## config.mk

```make
export PLATFORM = sky130hd
export DESIGN_NAME = intc_reg_decoder
export DESIGN_NICKNAME = d
export VERILOG_FILES = /design/src/rtl/intc_reg_decoder.sv
export SDC_FILE = /design/constraint.sdc
export NUM_CORES = 2
export LEC_CHECK = 0
export BUFFER_PORTS_ARGS = -buffer_cell sky130_fd_sc_hd__buf_2
export CAP_MARGIN = 20
export CORE_MARGIN = 2
export CORE_UTILIZATION = 45
export CTS_CLUSTER_DIAMETER = 100
export DETAILED_ROUTE_END_ITERATION = 8
export SLEW_MARGIN = 20
export SYNTH_ARGS = -nofsm -noshare
export SYNTH_HDL_FRONTEND = slang
export SYNTH_SLANG_ARGS = --single-unit
```

## constraint.sdc

```tcl
create_clock -name clk -period 2 [get_ports clk]
set_input_delay 0.4 -clock clk [delete_from_list [all_inputs] [get_ports clk]]
set_output_delay 0.4 -clock clk [all_outputs]
set_load 0.005 [all_outputs]
```

## src/rtl/intc_reg_decoder.sv

```systemverilog
module intc_reg_decoder #(
  parameter int NSRC  = 63,
  parameter int CFG_W = 11,
  parameter int AW    = 15
) (
  input  logic            clk,
  input  logic            rst_n,
  input  logic            req_valid,
  input  logic            req_write,
  input  logic [AW-1:0]   req_addr,
  input  logic [31:0]     req_wdata,
  output logic            rsp_valid,
  output logic [1:0]      rsp_err,
  output logic [31:0]     rsp_rdata,
  output logic            ie_o,
  output logic [NSRC:0]   pend_o,
  output logic [NSRC:0]   en_o
);
  localparam int NIRQ = NSRC + 1;
  localparam int NW   = (NIRQ + 31) / 32;
  localparam int BW   = NW * 32;
  localparam int IW   = $clog2(NIRQ);

  localparam logic [31:0] A_DOM  = 32'h0000;
  localparam logic [31:0] A_CFG  = 32'h0004;
  localparam logic [31:0] A_SIP  = 32'h1C00;
  localparam logic [31:0] A_SIPN = 32'h1CDC;
  localparam logic [31:0] A_CIP  = 32'h1D00;
  localparam logic [31:0] A_CIPN = 32'h1DDC;
  localparam logic [31:0] A_SIE  = 32'h1E00;
  localparam logic [31:0] A_SIEN = 32'h1EDC;
  localparam logic [31:0] A_CIE  = 32'h1F00;
  localparam logic [31:0] A_CIEN = 32'h1FDC;
  localparam logic [31:0] A_LE   = 32'h2000;
  localparam logic [31:0] A_BE   = 32'h2004;
  localparam logic [31:0] A_MSI  = 32'h3000;
  localparam logic [31:0] A_TGT  = 32'h3004;
  localparam logic [31:0] MSI_KEEP = ~32'h0003_F000;

  function automatic logic in_range(input logic [31:0] x, input logic [31:0] base, input int n);
    return (x >= base) && (x < base + 32'(4 * n));
  endfunction

  function automatic logic [NIRQ-1:0] one_src(input logic [31:0] n);
    if (n >= 32'd1 && n <= 32'(NSRC)) return NIRQ'(1) << n;
    return '0;
  endfunction

  logic [31:0] a;
  logic        al, wr;
  assign a  = 32'(req_addr);
  assign al = (req_addr[1:0] == 2'b00);
  assign wr = req_valid && req_write && al;

  logic hit_dom, hit_cfg, hit_tgt, hit_sip, hit_cip, hit_sie, hit_cie;
  logic hit_sipn, hit_cipn, hit_sien, hit_cien, hit_le, hit_be, hit_msi, hit_wo;
  assign hit_dom  = (a == A_DOM);
  assign hit_cfg  = in_range(a, A_CFG, NSRC);
  assign hit_tgt  = in_range(a, A_TGT, NSRC);
  assign hit_sip  = in_range(a, A_SIP, NW);
  assign hit_cip  = in_range(a, A_CIP, NW);
  assign hit_sie  = in_range(a, A_SIE, NW);
  assign hit_cie  = in_range(a, A_CIE, NW);
  assign hit_sipn = (a == A_SIPN);
  assign hit_cipn = (a == A_CIPN);
  assign hit_sien = (a == A_SIEN);
  assign hit_cien = (a == A_CIEN);
  assign hit_le   = (a == A_LE);
  assign hit_be   = (a == A_BE);
  assign hit_msi  = (a == A_MSI);
  assign hit_wo   = hit_cip | hit_cie | hit_sipn | hit_cipn | hit_sien | hit_cien | hit_le | hit_be;

  logic [IW-1:0] src_sel;
  assign src_sel = hit_cfg ? IW'(((a - A_CFG) >> 2) + 32'd1)
                           : IW'(((a - A_TGT) >> 2) + 32'd1);

  logic [31:0]     bm_k;
  logic [BW-1:0]   bm_wide;
  logic [NIRQ-1:0] bm_src;
  logic [31:0]     be_num;
  assign bm_k    = (a & 32'h0000_00FF) >> 2;
  assign bm_wide = BW'(req_wdata) << (bm_k * 32);
  assign bm_src  = bm_wide[NIRQ-1:0] & ~NIRQ'(1);
  assign be_num  = {req_wdata[7:0], req_wdata[15:8], req_wdata[23:16], req_wdata[31:24]};

  logic [NIRQ-1:0] set_p, clr_p, set_e, clr_e;
  assign set_p = (wr && hit_sip ? bm_src : '0)
               | (wr && (hit_sipn || hit_le) ? one_src(req_wdata) : '0)
               | (wr && hit_be ? one_src(be_num) : '0);
  assign clr_p = (wr && hit_cip ? bm_src : '0) | (wr && hit_cipn ? one_src(req_wdata) : '0);
  assign set_e = (wr && hit_sie ? bm_src : '0) | (wr && hit_sien ? one_src(req_wdata) : '0);
  assign clr_e = (wr && hit_cie ? bm_src : '0) | (wr && hit_cien ? one_src(req_wdata) : '0);

  logic [NIRQ-1:0]  pend_q, en_q;
  logic             ie_q;
  logic [31:0]      msi_q;
  logic [CFG_W-1:0] cfg_q [NIRQ];
  logic [31:0]      tgt_q [NIRQ];

  always_ff @(posedge clk or negedge rst_n) begin
    if (!rst_n) begin
      pend_q <= '0;
      en_q   <= '0;
      ie_q   <= 1'b0;
      msi_q  <= '0;
      for (int i = 0; i < NIRQ; i++) begin
        cfg_q[i] <= '0;
        tgt_q[i] <= '0;
      end
    end else begin
      pend_q <= (pend_q | set_p) & ~clr_p;
      en_q   <= (en_q | set_e) & ~clr_e;
      if (wr && hit_dom) ie_q <= req_wdata[8];
      if (wr && hit_msi) msi_q <= req_wdata & MSI_KEEP;
      if (wr && hit_cfg) cfg_q[src_sel] <= req_wdata[CFG_W-1:0];
      if (wr && hit_tgt) tgt_q[src_sel] <= req_wdata;
    end
  end

  logic [BW-1:0] pend_w, en_w;
  assign pend_w = BW'(pend_q) >> (bm_k * 32);
  assign en_w   = BW'(en_q) >> (bm_k * 32);

  logic [31:0] rd;
  logic [1:0]  er;
  always_comb begin
    rd = '0;
    er = 2'd0;
    if (!al)           er = 2'd1;
    else if (hit_dom)  rd = {23'd0, ie_q, 8'h04};
    else if (hit_cfg)  rd = 32'(cfg_q[src_sel]);
    else if (hit_tgt)  rd = tgt_q[src_sel];
    else if (hit_sip)  rd = pend_w[31:0];
    else if (hit_sie)  rd = en_w[31:0];
    else if (hit_msi)  rd = msi_q;
    else if (!hit_wo)  er = 2'd2;
  end

  always_ff @(posedge clk or negedge rst_n) begin
    if (!rst_n) begin
      rsp_valid <= 1'b0;
      rsp_err   <= 2'd0;
      rsp_rdata <= '0;
    end else begin
      rsp_valid <= req_valid;
      rsp_err   <= req_valid ? er : 2'd0;
      rsp_rdata <= req_valid ? rd : '0;
    end
  end

  assign ie_o   = ie_q;
  assign pend_o = pend_q;
  assign en_o   = en_q;
endmodule

```

==> flow_metrics.env <==
export IMPL_cp_max_fo=4
export IMPL_hpwlAfterDp_mm=316
export IMPL_die_width_um=553
export IMPL_syn_num_nets=9483
export IMPL_synth_top_area_share_pct=54.4
export IMPL_fmax_mhz=341
export IMPL_async_flop_share_pct=100
export IMPL_ir_drop_mv=0.712
export IMPL_grt_pass1_vias=94200
export IMPL_final_core_util_pct=55.8
export IMPL_syn_inst=9428
export IMPL_dr_first_iter_drc_count=9379
export IMPL_place_inst=14000
export IMPL_finalCritPeriodShare_pct=147
export IMPL_rrSetupSlack_ns=-0.46
export IMPL_maxCapViolCount=0
export IMPL_skew_ns=0.0834
export IMPL_slew_headroom_pct=19.0
export IMPL_clkLatencyLatePin_ns=0.94
export IMPL_netlist_top_cells_area="dfrtp_1 (54%), mux2_2 (20%), mux4_2 (12%)"
export IMPL_synth_edf_count=0
export IMPL_end_kind="flop"
export IMPL_wl_per_cell_um=32.3
export IMPL_grt_pass1_wl_mm=684
export IMPL_drt_total_wl_mm=474
export IMPL_synth_xor_area_share_pct=0
export IMPL_timing_setup_tns_ns=-1655.50
export IMPL_coreArea_sq_mm=0.300
export IMPL_start_kind="input pin"
export IMPL_ys_flop_type="dfrtp_1"
export IMPL_layout_cells_non_filler=14700
export IMPL_ys_types=74
export IMPL_yosysSeqAreaShare_pct=54.4
export IMPL_io_buffers=214
export IMPL_cts_max_level=5
export IMPL_yosys_area_share_adder_pct=0.0370
export IMPL_yosys_area_top_type="dfrtp_1"
export IMPL_die_h_um=553
export IMPL_rr_endpoint="rsp_rdata[1]$_DFF_PN0_"
export IMPL_hold_depth=6
export IMPL_violations="setup timing"
export IMPL_cts_reportedPaths_clkPinSlew_ns=0.06
export IMPL_synth_compound_area_share_pct=4.75
export IMPL_rsz0062_at_grt="true"
export IMPL_layout_drive_gt1_share_pct=52.6
export IMPL_finalNetCount=10500
export IMPL_first_pass_iters=8
export IMPL_power_density_mw_per_mm2=777
export IMPL_rows=201
export IMPL_cp_arrival_ns=3.77
export IMPL_gp_congestion=0.941
export IMPL_status="finished, violations left"
export IMPL_maxSlewViolCount=0
export IMPL_r2r_start="cfg_q[298]$_DFFE_PN0P_"
export IMPL_cts_tree="done"
export IMPL_hold_start="req_addr[8]"
export IMPL_finalSetupViolations=2914
export IMPL_grt_max_degree=117
export IMPL_fin_hold_ws_ns=0.0919
export IMPL_setup_ws_ns=-0.930
export IMPL_grt_use_total_pct=30.6
export IMPL_rr_worst_depth=7
export IMPL_synth_mux_area_share_pct=34.2
export IMPL_via_count=92100
export IMPL_grt_overflow=0
export IMPL_finalPower_mw=130
export IMPL_holdPathEnd="en_o[36]$_DFF_PN0_"
export IMPL_final_area_sq_mm=0.167
export IMPL_period_needed_ns=2.93
export IMPL_pre_cts_slack_ns=-2.29
export IMPL_synth_area_per_cell_sq_um=14.4
export IMPL_hold_viol=0
export IMPL_n_fill_cell=23700
export IMPL_yosysWarningCount=0
export IMPL_syn2layout_area_growth_pct=23.4
export IMPL_synth_top_family_by_area="multiplexers"
export IMPL_ant_nets=0
export IMPL_cts_buffer_depth=4
export IMPL_clock_sinks=2942
export IMPL_vias_per_cell=6.27
export IMPL_antenna_found_initial=23
export IMPL_crit_type="in -> reg"
export IMPL_syn_area_sq_mm=0.135
export IMPL_hold_class="in -> reg"
export IMPL_seqCellArea_sq_mm=0.0736
export IMPL_worstPathRequired_ns=2.84
export IMPL_die_area_sq_mm=0.305
export IMPL_start_util_pct=45.2
export IMPL_placed_area_sq_mm=0.152
export IMPL_io_pins=215
export IMPL_worstMarginPinSlew_ns=1.21
export IMPL_ys_ff_latch=2942
export IMPL_cts_buffers=322
export IMPL_yosys_area_share_simple_pct=3.81
export IMPL_root_buffer="clkbuf_16"
export IMPL_leakagePower_nw=81.1
export IMPL_drc_errors=0
export IMPL_multi_input_area_sq_mm=0.0604
cell families after synthesis:
| logic type | count (synthesis) |
|---|---|
| adders and majority gates | 4 |
| and+or+nand+nor | 1148 |
| muxes | 3418 |
| buffers and inverters | 942 |
| AOI/OAI and AO/OA | 974 |
| DFF | 2942 |
cells in the final DEF, fill, tap and decap left out, types with 17 or more instances in the layout:
cell type and count:
a21oi_1 167, a221o_1 59, a221oi_1 90, a222oi_1 25
a22o_1 26, a22oi_1 53, a22oi_2 21, a31oi_1 29
and2_1 17, and3_1 77, buf_12 352, buf_16 18
buf_2 202, buf_4 976, buf_6 47, buf_8 23
bufinv_16 19, clkbuf_1 76, clkbuf_16 339, clkbuf_8 80
clkinv_2 53, dfrtp_1 2942, mux2_2 2360, mux2_4 104
mux2i_1 220, mux4_2 715, nand2_1 576, nand2_2 44
nand2_4 27, nand2_8 20, nand3_1 43, nand4_1 29
nor2_1 145, nor2_4 17, nor3_1 29, o21ai_0 311
power by group:
part	switching [mW]	internal (mW)	total (mW)
clock	25.1	35.5	60.6
combinational	6.23	3.42	9.65
sequential	0.0143	59.6	59.6
total	31.4	98.5	130
state kept, by name, summed over array words and instances (netlist names):
name,count
rsp_valid,1
rsp_err,2
pend_o,64
rsp_rdata,32
cfg_q,704
ie_o,1
tgt_q,2048
en_o,64
msi_q,26
cells in the mapped netlist, types with 6 or more instances:
cell       count
dfrtp_1     2942
mux2_2      2456
mux4_2       715
nand2_1      657
clkbuf_1     630
o21ai_0      337
buf_2        237
mux2i_1      228
a21oi_1      175
nor2_1       166
a221oi_1      96
and3_1        78
a22oi_1       74
a221o_1       59
nand3_1       59
buf_1         55
a31oi_1       46
nor3_1        45
a22o_1        29
nand4_1       29
a222oi_1      25
o22ai_1       23
and2_1        19
mux2_1        19
a211oi_1      17
nor4_1        16
a32o_1        12
buf_4         12
a21o_1        11
a32oi_1       11
nand2_2       10
nor2b_1        8
or3_1          8
o2111ai_1      7
or4_1          7
a2111oi_0      6
inv_1          6
nand2b_1       6
nor3b_1        6
o211ai_1       6
worst max-delay path: stages:
cell and delay [ns]:
buf_12 0.12, clkinv_8 0.04, buf_6 0.09, ha_4 0.15
or4b_4 0.47, o211a_4 0.17, nor4_4 0.37, buf_12 0.16
nor4_4 0.04, buf_4 0.14, buf_6 0.13, buf_12 0.14
buf_12 0.13, a22o_4 0.27, a221oi_2 0.19, nand4_1 0.45
a21oi_2 0.26
routing by layer:
metal	GRT usage [%]	up-vias	share of wire, %
met3	6.46	901	8.3
met2	46.6	3982	45
met5	0	-	0.022
met1	43.8	49900	43
met4	9.83	16	3.7
li1	-	37300	-
how the worst max path moves through the flow:
stage                      from  depth (start not counted)                      end
global route        req_addr[3]                         17  rsp_rdata[29]$_DFF_PN0_
CTS                 req_addr[2]                         15   rsp_rdata[1]$_DFF_PN0_
floorplan           req_addr[2]                         15   cfg_q[433]$_DFFE_PN0P_
global placement    req_addr[3]                         13   rsp_rdata[1]$_DFF_PN0_
detailed placement  req_addr[3]                         13   rsp_rdata[1]$_DFF_PN0_
finish              req_addr[3]                         17  rsp_rdata[29]$_DFF_PN0_
repair_timing:
item / in CTS / in global routing
pin swaps: 51 / 79
gates cloned: 23 / 12
hold buffers: 4 / 0
endpoints found under the setup margin: 2942 / 2942
endpoints found under the hold margin: 1618 / 0
buffers inserted: 71 / 65
resized for setup: 214 / 261
final cells by class:
type / instances / share of cell area, %
antenna: 12 / 0.0180
clock buffer: 482 / 5.71
clock inverter: 97 / 0.704
inverter: 8 / 0.0367
multi-input combinational: 5544 / 36.1
sequential: 2942 / 44.0
tap: 3958 / 2.96
timing repair buffer: 1642 / 10.4
No activity file was read; power rests on OpenSTA's default activity.
